--- config.mk ---
export PLATFORM = sky130hd
export DESIGN_NAME = sda_array
export DESIGN_NICKNAME = d
export VERILOG_FILES = /design/src/rtl/sda_pkg.sv /design/src/rtl/sda_cell_pu.sv /design/src/rtl/sda_pe.sv /design/src/rtl/sda_err_trap.sv /design/src/rtl/sda_array.sv
export SDC_FILE = /design/constraint.sdc
export NUM_CORES = 1
export LEC_CHECK = 0
export BUFFER_PORTS_ARGS = -buffer_cell sky130_fd_sc_hd__buf_4
export CELL_PAD_IN_SITES_DETAIL_PLACEMENT = 0
export CELL_PAD_IN_SITES_GLOBAL_PLACEMENT = 1
export CORE_MARGIN = 1.5
export CORE_UTILIZATION = 36
export DETAILED_ROUTE_END_ITERATION = 12
export PLACE_DENSITY = 0.77
export SYNTH_ARGS = -nofsm -noshare
export SYNTH_HDL_FRONTEND = slang
export SYNTH_SLANG_ARGS = --single-unit
--- constraint.sdc ---
create_clock -name clk -period 11 [get_ports clk]
set_input_delay 2.2 -clock clk [delete_from_list [all_inputs] [get_ports clk]]
set_output_delay 2.2 -clock clk [all_outputs]
set_load 0.005 [all_outputs]
--- src/rtl/sda_pkg.sv ---
// Shared definitions for the approximate substring match array.
// Assumes: nothing beyond standard SystemVerilog.
package sda_pkg;

    // What a PE does in a given cycle
    typedef enum logic [1:0] {
        OP_IDLE = 2'd0,
        OP_OWN  = 2'd1,
        OP_TOK  = 2'd2
    } pe_op_e;

    // Width of an index that selects one of n items, never below one bit
    function automatic int unsigned idx_width(input int unsigned n);
        return (n > 1) ? $clog2(n) : 1;
    endfunction

endpackage

--- src/rtl/sda_cell_pu.sv ---
// One edit-distance step: minimum of the up, left and diagonal candidates.
// All increments saturate at the top of the DW-bit range.
// Assumes: operands are stable for the whole cycle (purely combinational).
// STUCK replaces the result by STUCK_VAL to model a faulty unit.
module sda_cell_pu #(
    parameter int CW        = 8,
    parameter int DW        = 3,
    parameter bit STUCK     = 1'b0,
    parameter int STUCK_VAL = 0
) (
    input  logic [CW-1:0] ch,
    input  logic [CW-1:0] pch,
    input  logic [DW-1:0] left,
    input  logic [DW-1:0] up,
    input  logic [DW-1:0] diag,
    output logic [DW-1:0] res
);
    localparam logic [DW-1:0] TOPV = '1;

    logic [DW-1:0] up_i, left_i, diag_i, min_ul, true_res;

    // Candidate costs with saturating increments
    always_comb begin
        up_i   = (up == TOPV)   ? up   : up   + DW'(1);
        left_i = (left == TOPV) ? left : left + DW'(1);
        if (ch == pch)
            diag_i = diag;
        else
            diag_i = (diag == TOPV) ? diag : diag + DW'(1);
    end

    // Three-way minimum
    always_comb begin
        min_ul   = (up_i < left_i) ? up_i : left_i;
        true_res = (diag_i < min_ul) ? diag_i : min_ul;
    end

    assign res = STUCK ? DW'(STUCK_VAL) : true_res;

endmodule

--- src/rtl/sda_pe.sv ---
// One processing element of the array, handling pattern column IDX.
// On a character: computes its cell, stores it, and forwards the character with
// the new value and the previous stored value (the diagonal for the next PE).
// On a token: runs the left neighbour's step on the neighbour's operands through
// its own unit, compares with the neighbour's result, keeps its state, and
// forwards the token.
// Assumes: in_vld and in_tok never both high on the link (the top guarantees it);
// the neighbour ports are tied to zero for IDX 0.
module sda_pe
    import sda_pkg::*;
#(
    parameter int CW      = 8,
    parameter int DW      = 3,
    parameter int IDX     = 0,
    parameter bit FLT     = 1'b0,
    parameter int FLT_VAL = 0
) (
    input  logic          clk,
    input  logic          rst_n,
    input  logic [CW-1:0] pch,
    input  logic [CW-1:0] npch,
    input  logic          in_vld,
    input  logic          in_tok,
    input  logic [CW-1:0] in_ch,
    input  logic [DW-1:0] in_cur,
    input  logic [DW-1:0] in_dia,
    input  logic          n_vld,
    input  logic          n_tok,
    input  logic [CW-1:0] n_ch,
    input  logic [DW-1:0] n_cur,
    input  logic [DW-1:0] n_dia,
    input  logic [DW-1:0] n_st,
    input  logic [DW-1:0] n_res,
    output logic          out_vld,
    output logic          out_tok,
    output logic [CW-1:0] out_ch,
    output logic [DW-1:0] out_cur,
    output logic [DW-1:0] out_dia,
    output logic [DW-1:0] st_o,
    output logic [DW-1:0] res_o,
    output logic          mism
);
    localparam bit            HAS_LEFT = (IDX > 0);
    localparam logic [DW-1:0] ST_INIT  = DW'(IDX + 1);

    pe_op_e        op;
    logic          chk_en;
    logic [DW-1:0] st_q;
    logic [CW-1:0] a_ch, a_pch;
    logic [DW-1:0] a_left, a_up, a_diag, pu_res;

    // Decide this cycle's operation; a token overrides data
    always_comb begin
        if (in_tok)
            op = OP_TOK;
        else if (in_vld)
            op = OP_OWN;
        else
            op = OP_IDLE;
    end

    assign chk_en = HAS_LEFT && (op == OP_TOK) && n_vld && !n_tok;

    // Operand select: the neighbour's buffers when checking, own buffers otherwise
    always_comb begin
        if (chk_en) begin
            a_ch   = n_ch;
            a_pch  = npch;
            a_left = n_cur;
            a_up   = n_st;
            a_diag = n_dia;
        end else begin
            a_ch   = in_ch;
            a_pch  = pch;
            a_left = in_cur;
            a_up   = st_q;
            a_diag = in_dia;
        end
    end

    sda_cell_pu #(
        .CW(CW), .DW(DW), .STUCK(FLT), .STUCK_VAL(FLT_VAL)
    ) u_pu (
        .ch(a_ch), .pch(a_pch), .left(a_left), .up(a_up), .diag(a_diag),
        .res(pu_res)
    );

    assign mism  = chk_en && (pu_res != n_res);
    assign res_o = pu_res;
    assign st_o  = st_q;

    // Stored column value and forward link registers
    always_ff @(posedge clk) begin
        if (!rst_n) begin
            st_q    <= ST_INIT;
            out_vld <= 1'b0;
            out_tok <= 1'b0;
            out_ch  <= '0;
            out_cur <= '0;
            out_dia <= '0;
        end else begin
            case (op)
                OP_OWN: begin
                    st_q    <= pu_res;
                    out_vld <= 1'b1;
                    out_tok <= 1'b0;
                    out_ch  <= in_ch;
                    out_cur <= pu_res;
                    out_dia <= st_q;
                end
                OP_TOK: begin
                    out_vld <= 1'b0;
                    out_tok <= 1'b1;
                    out_ch  <= in_ch;
                end
                default: begin
                    out_vld <= 1'b0;
                    out_tok <= 1'b0;
                end
            endcase
        end
    end

    // a token never disturbs the stored column value
    a_r4_tok_keeps_state: assert property (@(posedge clk) disable iff (!rst_n)
        in_tok |=> $stable(st_q));

    // a token is forwarded as a token, never as data
    a_r4_tok_forwarded: assert property (@(posedge clk) disable iff (!rst_n)
        in_tok |=> (out_tok && !out_vld));

    // a character leaves this PE exactly one cycle later
    a_r3_one_step: assert property (@(posedge clk) disable iff (!rst_n)
        (in_vld && !in_tok) |=> out_vld);

endmodule

--- src/rtl/sda_err_trap.sv ---
// Sticky record of the first pair mismatch.
// Bit k of mism comes from PE k (the right-hand PE of pair k-1,k).
// Assumes: clr is synchronous and wins over a mismatch in the same cycle.
module sda_err_trap #(
    parameter int M  = 4,
    parameter int IW = 2
) (
    input  logic          clk,
    input  logic          rst_n,
    input  logic          clr,
    input  logic [M-1:0]  mism,
    output logic          err,
    output logic [IW-1:0] err_pe
);
    logic [IW-1:0] first_idx;
    logic          hit;

    // Lowest-index mismatch of this cycle
    always_comb begin
        hit       = |mism;
        first_idx = '0;
        for (int k = M - 1; k >= 0; k--) begin
            if (mism[k])
                first_idx = IW'(k);
        end
    end

    // Capture once, hold until cleared
    always_ff @(posedge clk) begin
        if (!rst_n) begin
            err    <= 1'b0;
            err_pe <= '0;
        end else if (clr) begin
            err    <= 1'b0;
            err_pe <= '0;
        end else if (!err && hit) begin
            err    <= 1'b1;
            err_pe <= first_idx;
        end
    end

    // once raised and not cleared, the record does not move
    a_r6_sticky: assert property (@(posedge clk) disable iff (!rst_n)
        (err && !clr) |=> (err && $stable(err_pe)));

    // a clear empties the record
    a_r7_clear: assert property (@(posedge clk) disable iff (!rst_n)
        clr |=> (!err && err_pe == '0));

    // any mismatch without a clear leads to a raised flag
    a_r5_flag_follows: assert property (@(posedge clk) disable iff (!rst_n)
        ((|mism) && !clr) |=> err);

endmodule

--- src/rtl/sda_array.sv ---
// Top of the self-checking approximate substring match array.
// Link 0 is the raw input stream; link j+1 is the register output of PE j.
// PE j's neighbour view is link j-1, the stored value of PE j-1 and its live
// result. Output is link M. A running minimum and the error trap sit at the end.
// Assumes: pat is static while characters flow; the caller spaces tokens by
// at least one character when it wants every token to check a pair.
module sda_array
    import sda_pkg::*;
#(
    parameter int M       = 4,
    parameter int CW      = 8,
    parameter int FLT_PE  = -1,
    parameter int FLT_VAL = 0,
    localparam int DW     = $clog2(M + 1),
    localparam int IW     = idx_width(M)
) (
    input  logic            clk,
    input  logic            rst_n,
    input  logic            clr,
    input  logic            in_vld,
    input  logic            in_tok,
    input  logic [CW-1:0]   in_ch,
    input  logic [M*CW-1:0] pat,
    output logic            out_vld,
    output logic [DW-1:0]   out_dist,
    output logic [DW-1:0]   best,
    output logic            err,
    output logic [IW-1:0]   err_pe
);
    logic          lk_vld [0:M];
    logic          lk_tok [0:M];
    logic [CW-1:0] lk_ch  [0:M];
    logic [DW-1:0] lk_cur [0:M];
    logic [DW-1:0] lk_dia [0:M];
    logic [DW-1:0] st_v   [0:M-1];
    logic [DW-1:0] res_v  [0:M-1];
    logic [M-1:0]  mism;
    logic          unused_tail;

    // Entry link: a token hides any data flag; column 0 boundary values are zero
    assign lk_vld[0] = in_vld & ~in_tok;
    assign lk_tok[0] = in_tok;
    assign lk_ch[0]  = in_ch;
    assign lk_cur[0] = '0;
    assign lk_dia[0] = '0;

    for (genvar j = 0; j < M; j++) begin : g_pe
        logic          nb_vld, nb_tok;
        logic [CW-1:0] nb_ch, nb_pch;
        logic [DW-1:0] nb_cur, nb_dia, nb_st, nb_res;

        if (j == 0) begin : g_edge
            assign nb_vld = 1'b0;
            assign nb_tok = 1'b0;
            assign nb_ch  = '0;
            assign nb_pch = '0;
            assign nb_cur = '0;
            assign nb_dia = '0;
            assign nb_st  = '0;
            assign nb_res = '0;
        end else begin : g_inner
            assign nb_vld = lk_vld[j-1];
            assign nb_tok = lk_tok[j-1];
            assign nb_ch  = lk_ch[j-1];
            assign nb_pch = pat[(j-1)*CW +: CW];
            assign nb_cur = lk_cur[j-1];
            assign nb_dia = lk_dia[j-1];
            assign nb_st  = st_v[j-1];
            assign nb_res = res_v[j-1];
        end

        sda_pe #(
            .CW(CW), .DW(DW), .IDX(j),
            .FLT(FLT_PE == j), .FLT_VAL(FLT_VAL)
        ) u_pe (
            .clk(clk), .rst_n(rst_n),
            .pch(pat[j*CW +: CW]), .npch(nb_pch),
            .in_vld(lk_vld[j]), .in_tok(lk_tok[j]), .in_ch(lk_ch[j]),
            .in_cur(lk_cur[j]), .in_dia(lk_dia[j]),
            .n_vld(nb_vld), .n_tok(nb_tok), .n_ch(nb_ch),
            .n_cur(nb_cur), .n_dia(nb_dia), .n_st(nb_st), .n_res(nb_res),
            .out_vld(lk_vld[j+1]), .out_tok(lk_tok[j+1]), .out_ch(lk_ch[j+1]),
            .out_cur(lk_cur[j+1]), .out_dia(lk_dia[j+1]),
            .st_o(st_v[j]), .res_o(res_v[j]), .mism(mism[j])
        );
    end

    assign out_vld     = lk_vld[M];
    assign out_dist    = lk_cur[M];
    assign unused_tail = ^{lk_ch[M], lk_dia[M], lk_tok[M]};

    // Running minimum of the per-character distance
    always_ff @(posedge clk) begin
        if (!rst_n)
            best <= '1;
        else if (clr)
            best <= '1;
        else if (out_vld && (out_dist < best))
            best <= out_dist;
    end

    sda_err_trap #(.M(M), .IW(IW)) u_trap (
        .clk(clk), .rst_n(rst_n), .clr(clr), .mism(mism),
        .err(err), .err_pe(err_pe)
    );

    // a substring distance never exceeds the pattern length
    a_r1_dist_bound: assert property (@(posedge clk) disable iff (!rst_n)
        out_vld |-> (out_dist <= DW'(M)));

    // without a clear the running minimum never rises
    a_r8_best_never_rises: assert property (@(posedge clk) disable iff (!rst_n)
        !clr |=> (best <= $past(best)));

    // a clear restarts the running minimum
    a_r7_best_restart: assert property (@(posedge clk) disable iff (!rst_n)
        clr |=> (best == '1));

endmodule

==> results of run 1 <==
## through the flow
stage,instances,setup slack (ps),utilization (%),hold slack (ps)
after CTS,792,3710,43.8,464
after detailed placement,776,3380,41.4,452
after floorplan,581,4490,-,436
final,792,3670,43.8,461
after global routing,792,3350,43.8,481
after global placement,776,3820,41.4,445
## worst paths after layout
kind	startpoint	endpoint	slack, ps
setup / recovery	in_tok	u_trap.err_pe[0]	3670
hold / removal	g_pe[2].u_pe.out_dia[0]	g_pe[2].u_pe.out_dia[0]	460
setup reg to reg	g_pe[0].u_pe.out_tok	u_trap.err_pe[0]	5110
hold reg to reg	g_pe[2].u_pe.out_dia[0]	g_pe[2].u_pe.out_dia[0]	460
## power by group through the flow
stage / Sequential [mW] / Combinational [mW] / Clock (mW)
after detailed placement: 0.249 / 0.0974 / 0
after global placement: 0.249 / 0.0942 / 0
after global routing: 0.245 / 0.108 / 0.292
final: 0.244 / 0.0979 / 0.279
after CTS: 0.244 / 0.0979 / 0.283
after floorplan: 0.244 / 0.0701 / 0
## worst register-to-register path, cell delays in order, from the launching register on
cell and delay, ps:
dfxtp_1 570, nand3b_1 560, mux2_2 420, ha_1 280, nand2_1 80, mux2i_1 200, mux2i_1 280, inv_1 70
ha_1 210, nor2b_1 140, a2111oi_1 380, a311oi_1 130, mux2_2 330, ha_1 190, a21oi_1 280, nor4b_1 330
a31o_2 190, o21ba_2 130, o22ai_1 130, o31a_1 380, or3_1 330, o21ai_0 80, a211oi_1 70
## logic make-up (layout without fill, tap and decap cells)
family | count (synthesis) | in the layout | share of synthesized area [%]
AOI/OAI and AO/OA | 143 | 143 | 20.0
xor gates and xnor gates | 41 | 41 | 7.91
adders and majority gates | 30 | 30 | 8.26
buffers and inverters | 51 | 94 | 4.66
DFF | 63 | 63 | 27.8
muxes | 32 | 32 | 7.58
and+or+nand+nor | 221 | 221 | 23.8
## layout make-up
cell class                 instances  area share, %
clock inverter                     4          0.845
inverter                          23           1.62
tap                              168           3.94
timing repair buffer              55           7.74
sequential                        63           23.7
clock buffer                      12           4.62
multi-input combinational        467           57.6
## cell usage in the layout (no fill, tap or decap), types with 4 or more instances in the layout
| master | instances |
|---|---|
| nand3_1 | 13 |
| buf_4 | 55 |
| mux2i_1 | 22 |
| a21oi_1 | 52 |
| and3_1 | 8 |
| nand2b_1 | 10 |
| nor3_1 | 5 |
| o21ai_0 | 32 |
| clkbuf_16 | 9 |
| xor2_1 | 30 |
| nand2_1 | 100 |
| a211oi_1 | 6 |
| a21boi_0 | 4 |
| nor2b_1 | 6 |
| o211ai_1 | 4 |
| mux2_2 | 9 |
| and2_1 | 12 |
| a31oi_1 | 6 |
| dfxtp_1 | 63 |
| inv_1 | 23 |
| a21bo_2 | 4 |
| xnor2_1 | 11 |
| or2_2 | 4 |
| ha_1 | 30 |
| a21o_1 | 5 |
| nand3b_1 | 11 |
| nor4_1 | 7 |
| nor2_1 | 28 |
## state kept, by name (all words and copies together), names as in the netlist
name,flops
g_pe.u_pe.out_ch,24
g_pe.u_pe.st_o,12
g_pe.u_pe.out_dia,9
g_pe.u_pe.out_cur,5
g_pe.u_pe.out_vld,4
best,3
g_pe.u_pe.out_tok,3
u_trap.err_pe,2
u_trap.err,1
## metal layers
| layer | global-route usage, % | vias up | share of wire, % |
|---|---|---|---|
| met5 | 0 | - | 0 |
| met4 | 6.01 | 0 | 1.4 |
| met3 | 3.69 | 13 | 5.2 |
| met2 | 31.0 | 103 | 48 |
| met1 | 23.5 | 1954 | 46 |
| li1 | - | 2111 | - |
==> summary.txt, run 1 <==
Finish
  – Filler instances: 1246
  – Fin area: 5330 um2
  – ANT cells: 0
  – Sequential cell area: 1260 um2
  – Fin nets: 694
  – Share of layout cells above drive strength 1: 15.7%
  – Area grow syn2layout: 17.4%
  – Area occupied by multi-input gates: 3070 um2

Drt
  – Routed vias/inst: 5.28
  – Via Count: 4181
  – DR iter-0 viols: 214
  – DRC errors left: 0
  – Routed Antenna Nets: 0
  – Drt pass-1 iters: 4
  – Wirelength per Cell: 14.7 um
  – Final wirelength: 11700 um

Worst setup path
  – Most frequent CP cell: ha_1
  – Crit start category: primary input
  – Critical-path cell list: buf_4, nand3b_1, mux2_2, ha_1, nand2_1, mux2i_1, mux2i_1, inv_1, ha_1, nor2b_1, a2111oi_1, a311oi_1, mux2_2, ha_1, a21oi_1, nor4b_1, a31o_2, o21ba_2, o22ai_1, o31a_1, or3_1, o21ai_0, a211oi_1
  – Critical path data required time: 11200 ps
  – Crit path depth: 23
  – Critical path's largest stage delay: 550 ps
  – Crit path capture type: register
  – Critical Path AT: 7540 ps
  – Crit Path Class: primary input to register
  – Crit-path leading delay family: compound AO/OA/AOI/OAI gates
  – Crit-path slowest cell: nand3b_1
  – Crit path max fanout: 18
  – R2R depth: 22
  – WP buf/inv: 2

Synth
  – Count of state elements after synthesis: 63
  – Leading area contributor after synthesis: dfxtp_1
  – Synth warn: 0
  – Post-Syn Instances: 581
  – Netlist cell types: 61
  – Post-synth top cells: 100 x nand2_1, 63 x dfxtp_1, 52 x a21oi_1
  – Syn_area_per_cell: 7.82 um2
  – Most used DFF post-synth: dfxtp_1
  – EDFF count, synth: 0
  – Synth async-reset ratio: 0%
  – Post-synth top area share: 27.8%
  – Seq/Total Area, Yosys: 27.8%
  – Area contributors post-synth: dfxtp_1 28%, ha_1 8.3%, nand2_1 8.3%, xor2_1 5.8%, a21oi_1 5.7%
  – Post-Syn Area: 4540 um2
  – Count leader, synth: nand2_1
  – Syn nets: 656

Global route
  – Vias in the first global route: 3996
  – GR Overflow Total: 0
  – Antenna violations before repair: 0
  – First-pass GRT wire length: 19300 um
  – GRT Overall Usage: 18.4%
  – Largest net degree at the start of global routing: 49

STA
  – Clk_skew: 6.02 ps
  – Min Tclk post-route: 7330 ps
  – Final setup viols: 0
  – Final TNS setup: 0 ps
  – Max Freq: 0.136 GHz
  – Fin. Hold Viols: 0
  – Max-slew violations: 0
  – Measured slew at the worst slew-check pin: 1020 ps
  – RSZ-0062 raised after global routing: false
  – Slew margin rel.: 31.1%
  – Tcrit/Tclk final: 66.7%

Pwr
  – Pwr Density: 116 nW/um2
  – Comb power frac: 15.8%
  – Reg power frac: 39.3%
  – Internal cell power: 462 uW
  – Leak pwr: 2.34 nW
  – Power Total: 621 uW
  – Clock share of power: 44.9%
  – Sw Ratio: 25.6%
  – Maximum VDD drop: 0.0609 mV
  – Switching power: 159 uW

Placed design
  – Post-DP HPWL: 8970 um
  – I/O Buffers: 54
  – RD Place Congestion: 0.868
  – Post-placement cell area: 5040 um2

Die
  – Effective utilization at floorplan: 37.3%
  – Core footprint: 12200 um2
  – Chip width: 115 um
  – Die ar.: 13300 um2
  – Top Ports: 55
  – Die Span Y: 115 um
  – # rows: 40

Hold path
  – Hold WC Path Type: register to register
  – Worst hold path depth: 2

Clock tree
  – CTS root buf: clkbuf_16
  – Post-CTS sizing: 0
  – # H-tree levels: 3
  – Clk_lat worst skew: 330 ps
  – Clock slew at reported path FFs: 50 ps
  – CTS tree: yes
  – Clk buf depth: 2
  – # clock sinks: 63
  – Postcts setup bufs: 0
  – # hold bufs at CTS: 0
  – CTS buffer count: 9

Job
  – # Max-Cap Violations: 0

Status
  – Status: complete, no violations
No activity file was read; power rests on OpenSTA's default activity.
==> inputs of run 2 (changes only) <==
- PLACE_DENSITY: 0.77 -> 0.79
- clock period: 11 -> 6 ns (I/O delays scaled with it)
==> run 2 against run 1 <==
Compared with the run above:
- sequential power rose by 83%
- sequential cell count did not move
- largest power group unchanged
- wire length rose by 3.4%
==> summary.txt, run 2 (synthesized netlist as in run 1, its figures left out) <==
STA
  – RSZ-0062 raised after global routing: false
  – Hold Worst Slack: 454 ps (-7.02 ps)
  – Max-slew violations: 0 (unchanged)
  – Min Tclk post-route: 5670 ps
  – Clk_skew: 4.93 ps (-1.09 ps)
  – Final setup viols: 0 (unchanged)
  – Slew margin rel.: 57.9% (+27 points)
  – Measured slew at the worst slew-check pin: 626 ps (-397 ps)
  – Final TNS setup: 0 ps (unchanged)
  – Tcrit/Tclk final: 94.5%
  – Max Freq: 0.176 GHz
  – Fin. Hold Viols: 0 (unchanged)

Hold path
  – Hold WC Path Type: register to register

Global route
  – GRT Overall Usage: 18.9% (+0.53 points)
  – Vias in the first global route: 4262 (+6.7%)
  – Largest net degree at the start of global routing: 49 (unchanged)
  – First-pass GRT wire length: 19900 um (+2.9%)
  – GR Overflow Total: 0 (unchanged)
  – Antenna violations before repair: 0 (unchanged)

Finish
  – Most frequent cells in the layout: 100 x nand2_1, 68 x buf_4, 63 x dfxtp_1
  – Most common cell after layout, fill and taps aside: nand2_1
  – Fin nets: 707 (+1.9%)
  – Largest reg by FF count: g_pe.u_pe.out_ch
  – ANT cells: 0 (unchanged)
  – Final design utilization: 44.9% (+1.1 points)
  – Area grow syn2layout: 20.3%
  – Cell Count, Final, Fillers Out: 805 (+1.6%)
  – Max reg flops: 24 (unchanged)
  – Share of layout cells above drive strength 1: 17.9% (+2.2 points)

Worst setup path
  – Critical path data required time: 6200 ps (-5000 ps)
  – Critical Path AT: 5870 ps (-1670 ps)
  – WP buf/inv: 3 (+1)
  – Crit path max fanout: 13 (-5)
  – Critical path's largest stage delay: 380 ps (-170 ps)
  – Crit path capture type: register
  – Crit start category: primary input
  – Crit-path leading delay family: compound AO/OA/AOI/OAI gates
  – Crit Path Class: primary input to register
  – Crit-path slowest cell: o31a_1

Drt
  – Wirelength per Cell: 15.0 um (+1.7%)
  – Routed vias/inst: 5.24 (-0.79%)
  – Via Count: 4216 (+0.84%)
  – DRC errors left: 0 (unchanged)
  – DR iter-0 viols: 210 (-1.9%)
  – Routed Antenna Nets: 0 (unchanged)
  – Drt pass-1 iters: 4 (unchanged)
  – Final wirelength: 12100 um (+3.4%)

Clock tree
  – CTS root buf: clkbuf_16
  – # clock sinks: 63 (unchanged)
  – # H-tree levels: 3 (unchanged)
  – Clk_lat worst skew: 330 ps (about the same)
  – CTS tree: yes
  – # hold bufs at CTS: 0 (unchanged)
  – Postcts setup bufs: 0 (unchanged)
  – CTS buffer count: 9 (unchanged)
  – Post-CTS sizing: 0 (unchanged)
  – Clk buf depth: 2 (unchanged)
  – Clock slew at reported path FFs: 60 ps (about the same)

Die
  – Core footprint: 12200 um2 (unchanged)
  – Die Span Y: 115 um (unchanged)
  – Die ar.: 13300 um2 (unchanged)
  – Effective utilization at floorplan: 37.3% (unchanged)
  – Chip width: 115 um (unchanged)
  – Top Ports: 55 (unchanged)
  – # rows: 40 (unchanged)

Placed design
  – Post-DP HPWL: 9270 um (+3.4%)
  – RD Place Congestion: 0.903 (+4.0%)
  – DP Cell Count: 789 (+1.7%)
  – I/O Buffers: 54 (unchanged)

Job
  – # Max-Cap Violations: 0 (unchanged)

Pwr
  – Leak pwr: 2.40 nW (+2.8%)
  – Maximum VDD drop: 0.157 mV (+160%)
  – Pwr Density: 218 nW/um2 (+88%)

Status
  – Status: complete, no violations
[run 2: changes by cell type in the layout (fill, tap and decap cells not counted), sizes merged]
| cell | previous run | this run |
|---|---|---|
| buf | 55 | 68 |
| clkbuf | 12 | 9 |
| clkinvlp | 0 | 2 |
| bufinv | 1 | 2 |
[run 2: tightest hold or removal path, cell delays in order (launching register included)]
cell,delay (ps)
dfxtp_1,310
nand2_1,50
a21oi_1,50
[run 2: cell type report]
| type | instances | area (um2) |
|---|---|---|
| clock buffer | 9 | 225 |
| inverter | 23 | 86.3 |
| sequential | 63 | 1260 |
| fill | 1237 | 6700 |
| multi-input combinational | 467 | 3070 |
| tap | 168 | 210 |
| clock inverter | 7 | 97.6 |
| timing repair buffer | 68 | 510 |
[run 2: worst paths after layout]
check                                             start                 endpoint  slack (ps)  depth (start not counted)
worst max-delay path                             in_tok         u_trap.err_pe[0]         330                         25
worst min-delay path            g_pe[2].u_pe.out_dia[0]  g_pe[2].u_pe.out_dia[0]         450                          2
worst max register to register     g_pe[0].u_pe.out_tok         u_trap.err_pe[0]         810                         22
worst min register to register  g_pe[2].u_pe.out_dia[0]  g_pe[2].u_pe.out_dia[0]         450                          2
[run 2: metal layers]
metal / vias up / wire, um / global-route usage, %
met5: - / 0 / 0
met2: 85 / 5920 / 34.2
met3: 20 / 413 / 4.01
met4: 0 / 199 / 5.19
met1: 1974 / 5520 / 22.6
li1: 2137 / - / -
[run 2: through the flow]
stage | setup WS, ps | total power, mW | instance area, um2
6_report | 329 | 1.19 | 5460
5_1_grt | 31.7 | 1.24 | 5460
4_1_cts | 376 | 1.20 | 5460
3_5_place_dp | 61.3 | 0.642 | 5140
3_3_place_gp | 351 | 0.633 | 5140
2_1_floorplan | 489 | 0.576 | 4540
[run 2: report_power, final]
group          total [mW]  leakage (nW)  internal (mW)  switching [mW]
Clock               0.559         0.152          0.364           0.196
Sequential          0.447         0.512          0.430          0.0165
Combinational       0.187          1.74         0.0906          0.0962
Total                1.19          2.40          0.885           0.308
==> inputs of run 3 (changes only) <==
- ABC_AREA: unset -> 1
- PLACE_DENSITY: 0.79 -> 0.82
==> run 3 against run 2 <==
Compared with the run above:
- fmax is 28% higher
- setup slack improved by 1200 ps
- critical path depth increased by 1
- core utilization shrank 0.93 points
- wire length shrank 7.7%
- die area shrank 0.45%
- synthesized area fell by 0.47%
- via count is 2.4% higher
- hold slack gained 11 ps
- global-route usage shrank 0.79 points
==> summary.txt, run 3 <==
Worst setup path
  – Crit path max fanout: 14 (+1)
  – Crit path depth: 26 (+4.0%)
  – WP buf/inv: 4 (+1)
  – FF-to-FF End: u_trap.err_pe[0]
  – Most frequent CP cell: nand2_1
  – Crit-path leading delay family: simple AND/OR/NAND/NOR gates
  – Reg2reg start: g_pe[1].u_pe.out_tok
  – Critical path's largest stage delay: 360 ps (-20 ps)
  – Crit-path slowest cell: a21oi_1
  – Critical path data required time: 6210 ps (about the same)
  – R2R depth: 26 (+18%)
  – Crit Path Class: primary input to register
  – Crit start category: primary input
  – Crit path capture type: register
  – Worst R2R Setup Slack: 1590 ps (+780 ps)
  – Critical Path AT: 4630 ps (-1240 ps)

Finish
  – Largest reg by FF count: g_pe.u_pe.out_ch
  – Filler instances: 1253 (+1.3%)
  – Fin nets: 815 (+15%)
  – ANT cells: 0 (unchanged)
  – Most common cell after layout, fill and taps aside: nand2_1
  – Final design utilization: 44.0% (-0.93 points)
  – Max reg flops: 24 (unchanged)
  – Share of layout cells above drive strength 1: 16.7% (-1.2 points)
  – Cell Count, Final, Fillers Out: 912 (+13%)
  – Area grow syn2layout: 17.9%
  – Fin area: 5330 um2 (-2.5%)
  – Most frequent cells in the layout: 174 x nand2_1, 90 x inv_1, 77 x nor2_1

Global route
  – First-pass GRT wire length: 19100 um (-3.7%)
  – Vias in the first global route: 4193 (-1.6%)
  – Antenna violations before repair: 0 (unchanged)
  – GR Overflow Total: 0 (unchanged)
  – Largest net degree at the start of global routing: 44 (-10%)
  – GRT Overall Usage: 18.1% (-0.79 points)

Placed design
  – Placement Setup Slack: 1270 ps (+1210 ps)
  – RD Place Congestion: 0.862 (-4.5%)
  – Post-placement cell area: 5040 um2 (-1.9%)
  – I/O Buffers: 54 (unchanged)
  – Post-DP HPWL: 8930 um (-3.7%)
  – DP Cell Count: 897 (+14%)

Synth
  – Post-Syn Area: 4520 um2 (-0.47%)
  – EDFF count, synth: 0 (unchanged)
  – Netlist cell types: 37 (-39%)
  – Xor and xnor area share after synthesis: 5.42% (-2.5 points)
  – Post-Syn Instances: 690 (+19%)
  – Syn_area_per_cell: 6.55 um2 (-16%)
  – Post-Synth Simple-Gate Area: 33.5% (+9.7 points)
  – Seq/Total Area, Yosys: 27.9% (+0.13 points)
  – Adder-Cell Fraction of Synth Area: 8.30% (+0.039 points)
  – Post-synth top cells: 174 x nand2_1, 90 x inv_1, 77 x nor2_1
  – Mux contribution to synthesized area: 0.969% (-6.6 points)
  – Area contributors post-synth: dfxtp_1 28%, nand2_1 14%, ha_1 8.3%, inv_1 7.5%, nor2_1 6.4%
  – Leading area contributor after synthesis: dfxtp_1
  – Combinational family with the most area after synthesis: simple AND/OR/NAND/NOR gates
  – Post-synth top area share: 27.9% (+0.13 points)
  – Synth warn: 0 (unchanged)
  – Most used DFF post-synth: dfxtp_1
  – Synth async-reset ratio: 0% (unchanged)
  – Count leader, synth: nand2_1
  – Compound-Gate Fraction of Synth Area: 13.5% (-6.5 points)
  – Syn nets: 765 (+17%)
  – Count of state elements after synthesis: 63 (unchanged)

STA
  – Fin. Hold Viols: 0 (unchanged)
  – Max Freq: 0.226 GHz (+28%)
  – Clk_skew: 9.10 ps (+4.18 ps)
  – Final setup viols: 0 (unchanged)
  – Worst setup margin: 1580 ps (+1250 ps)
  – Slew margin rel.: 56.7% (-1.1 points)
  – Final TNS setup: 0 ps (unchanged)
  – Hold Worst Slack: 465 ps (+10.8 ps)
  – Tcrit/Tclk final: 73.7% (-21 points)
  – Min Tclk post-route: 4420 ps (-1250 ps)
  – Max-slew violations: 0 (unchanged)
  – Measured slew at the worst slew-check pin: 648 ps (+22.2 ps)
  – RSZ-0062 raised after global routing: false

Clock tree
  – CTS tree: yes
  – # hold bufs at CTS: 0 (unchanged)
  – Clk_lat worst skew: 330 ps (about the same)
  – Clk buf depth: 2 (unchanged)
  – # clock sinks: 63 (unchanged)
  – Postcts setup bufs: 0 (unchanged)
  – CTS root buf: clkbuf_16
  – Clock slew at reported path FFs: 50 ps (about the same)
  – CTS buffer count: 9 (unchanged)
  – # H-tree levels: 3 (unchanged)
  – Post-CTS sizing: 0 (unchanged)

Job
  – # Max-Cap Violations: 0 (unchanged)

Die
  – Top Ports: 55 (unchanged)
  – Die Span Y: 115 um (-0.23%)
  – Chip width: 115 um (-0.23%)
  – Die ar.: 13200 um2 (-0.45%)
  – Effective utilization at floorplan: 37.3% (about the same)
  – Core footprint: 12100 um2 (-0.41%)
  – # rows: 40 (unchanged)

Drt
  – Final wirelength: 11100 um (-7.7%)
  – Wirelength per Cell: 12.2 um (-18%)
  – DR iter-0 viols: 167 (-20%)
  – Drt pass-1 iters: 5 (+1)
  – Via Count: 4318 (+2.4%)
  – Routed Antenna Nets: 0 (unchanged)
  – DRC errors left: 0 (unchanged)
  – Routed vias/inst: 4.73 (-9.6%)

Hold path
  – Worst hold path depth: 2 (unchanged)
  – Sink of the worst hold path: g_pe[2].u_pe.out_cur[0]
  – Hold Startpoint: g_pe[2].u_pe.out_cur[0]
  – Hold WC Path Type: register to register

Pwr
  – Power Total: 1.25 mW (+4.8%)
  – Maximum VDD drop: 0.105 mV (-33%)
  – Leak pwr: 2.69 nW (+12%)
  – Pwr Density: 235 nW/um2 (+7.4%)

Status
  – Status: complete, no violations
run 3: cell types whose count changed in the layout (fill, tap and decap cells not counted), sizes merged, moves of 9 or more:
| cell | previous run | this run |
|---|---|---|
| nor2 | 28 | 81 |
| inv | 23 | 97 |
| and2 | 13 | 2 |
| nand3b | 12 | 2 |
| nand3 | 13 | 43 |
| nand2b | 10 | 0 |
| xor2 | 30 | 3 |
| nand2 | 100 | 198 |
| a21oi | 53 | 44 |
| xnor2 | 11 | 25 |
| o21ai | 33 | 60 |
| buf | 68 | 54 |
| mux2i | 23 | 1 |
run 3: logic make-up after synthesis:
family	Yosys count
xor+xnor	28
mux	4
compound gates	113
flops	63
buf+inv	113
simple gates	339
fa+ha+maj	30
run 3: tightest hold or removal path, delay by kind of cell (launching register included):
| family | cells | cell delay [ps] |
|---|---|---|
| AND/OR/NAND/NOR | 1 | 60 |
| AO/OA/AOI/OAI | 1 | 50 |
| flip-flops | 1 | 310 |
run 3: per-layer routing:
layer  vias up  global-route usage (%)  routed length [um]
li1       2291                       -                   -
met4         0                    6.67                 165
met5         -                       0                   0
met2        56                    32.3                5440
met3        10                    3.16                 279
met1      1961                    21.9                5250
run 3: power by group:
| part | total (mW) | internal [mW] | leakage (nW) | switching (mW) |
|---|---|---|---|---|
| Combinational | 0.277 | 0.111 | 2.03 | 0.166 |
| Clock | 0.514 | 0.331 | 0.143 | 0.184 |
| Sequential | 0.458 | 0.439 | 0.516 | 0.0196 |
| Total | 1.25 | 0.881 | 2.69 | 0.369 |
run 3: worst max path at each step:
stage | start | endpoint | slack [ps]
2_1_floorplan | in_tok | u_trap.err_pe[0] | 1770
3_3_place_gp | in_tok | u_trap.err_pe[0] | 1460
3_5_place_dp | in_tok | u_trap.err_pe[0] | 1270
4_1_cts | in_tok | u_trap.err_pe[0] | 1610
5_1_grt | g_pe[1].u_pe.out_tok | u_trap.err_pe[0] | 1040
6_report | in_tok | u_trap.err_pe[0] | 1580
run 3: area by class of cell:
| type | instances | area (um2) | share of cell area [%] |
|---|---|---|---|
| Clock buffer | 12 | 246 | 4.63 |
| Clock inverter | 3 | 43.8 | 0.822 |
| Inverter | 98 | 370 | 6.95 |
| Multi-Input combinational cell | 514 | 2790 | 52.4 |
| Sequential cell | 63 | 1260 | 23.7 |
| Tap cell | 168 | 210 | 3.94 |
| Timing Repair Buffer | 54 | 405 | 7.61 |
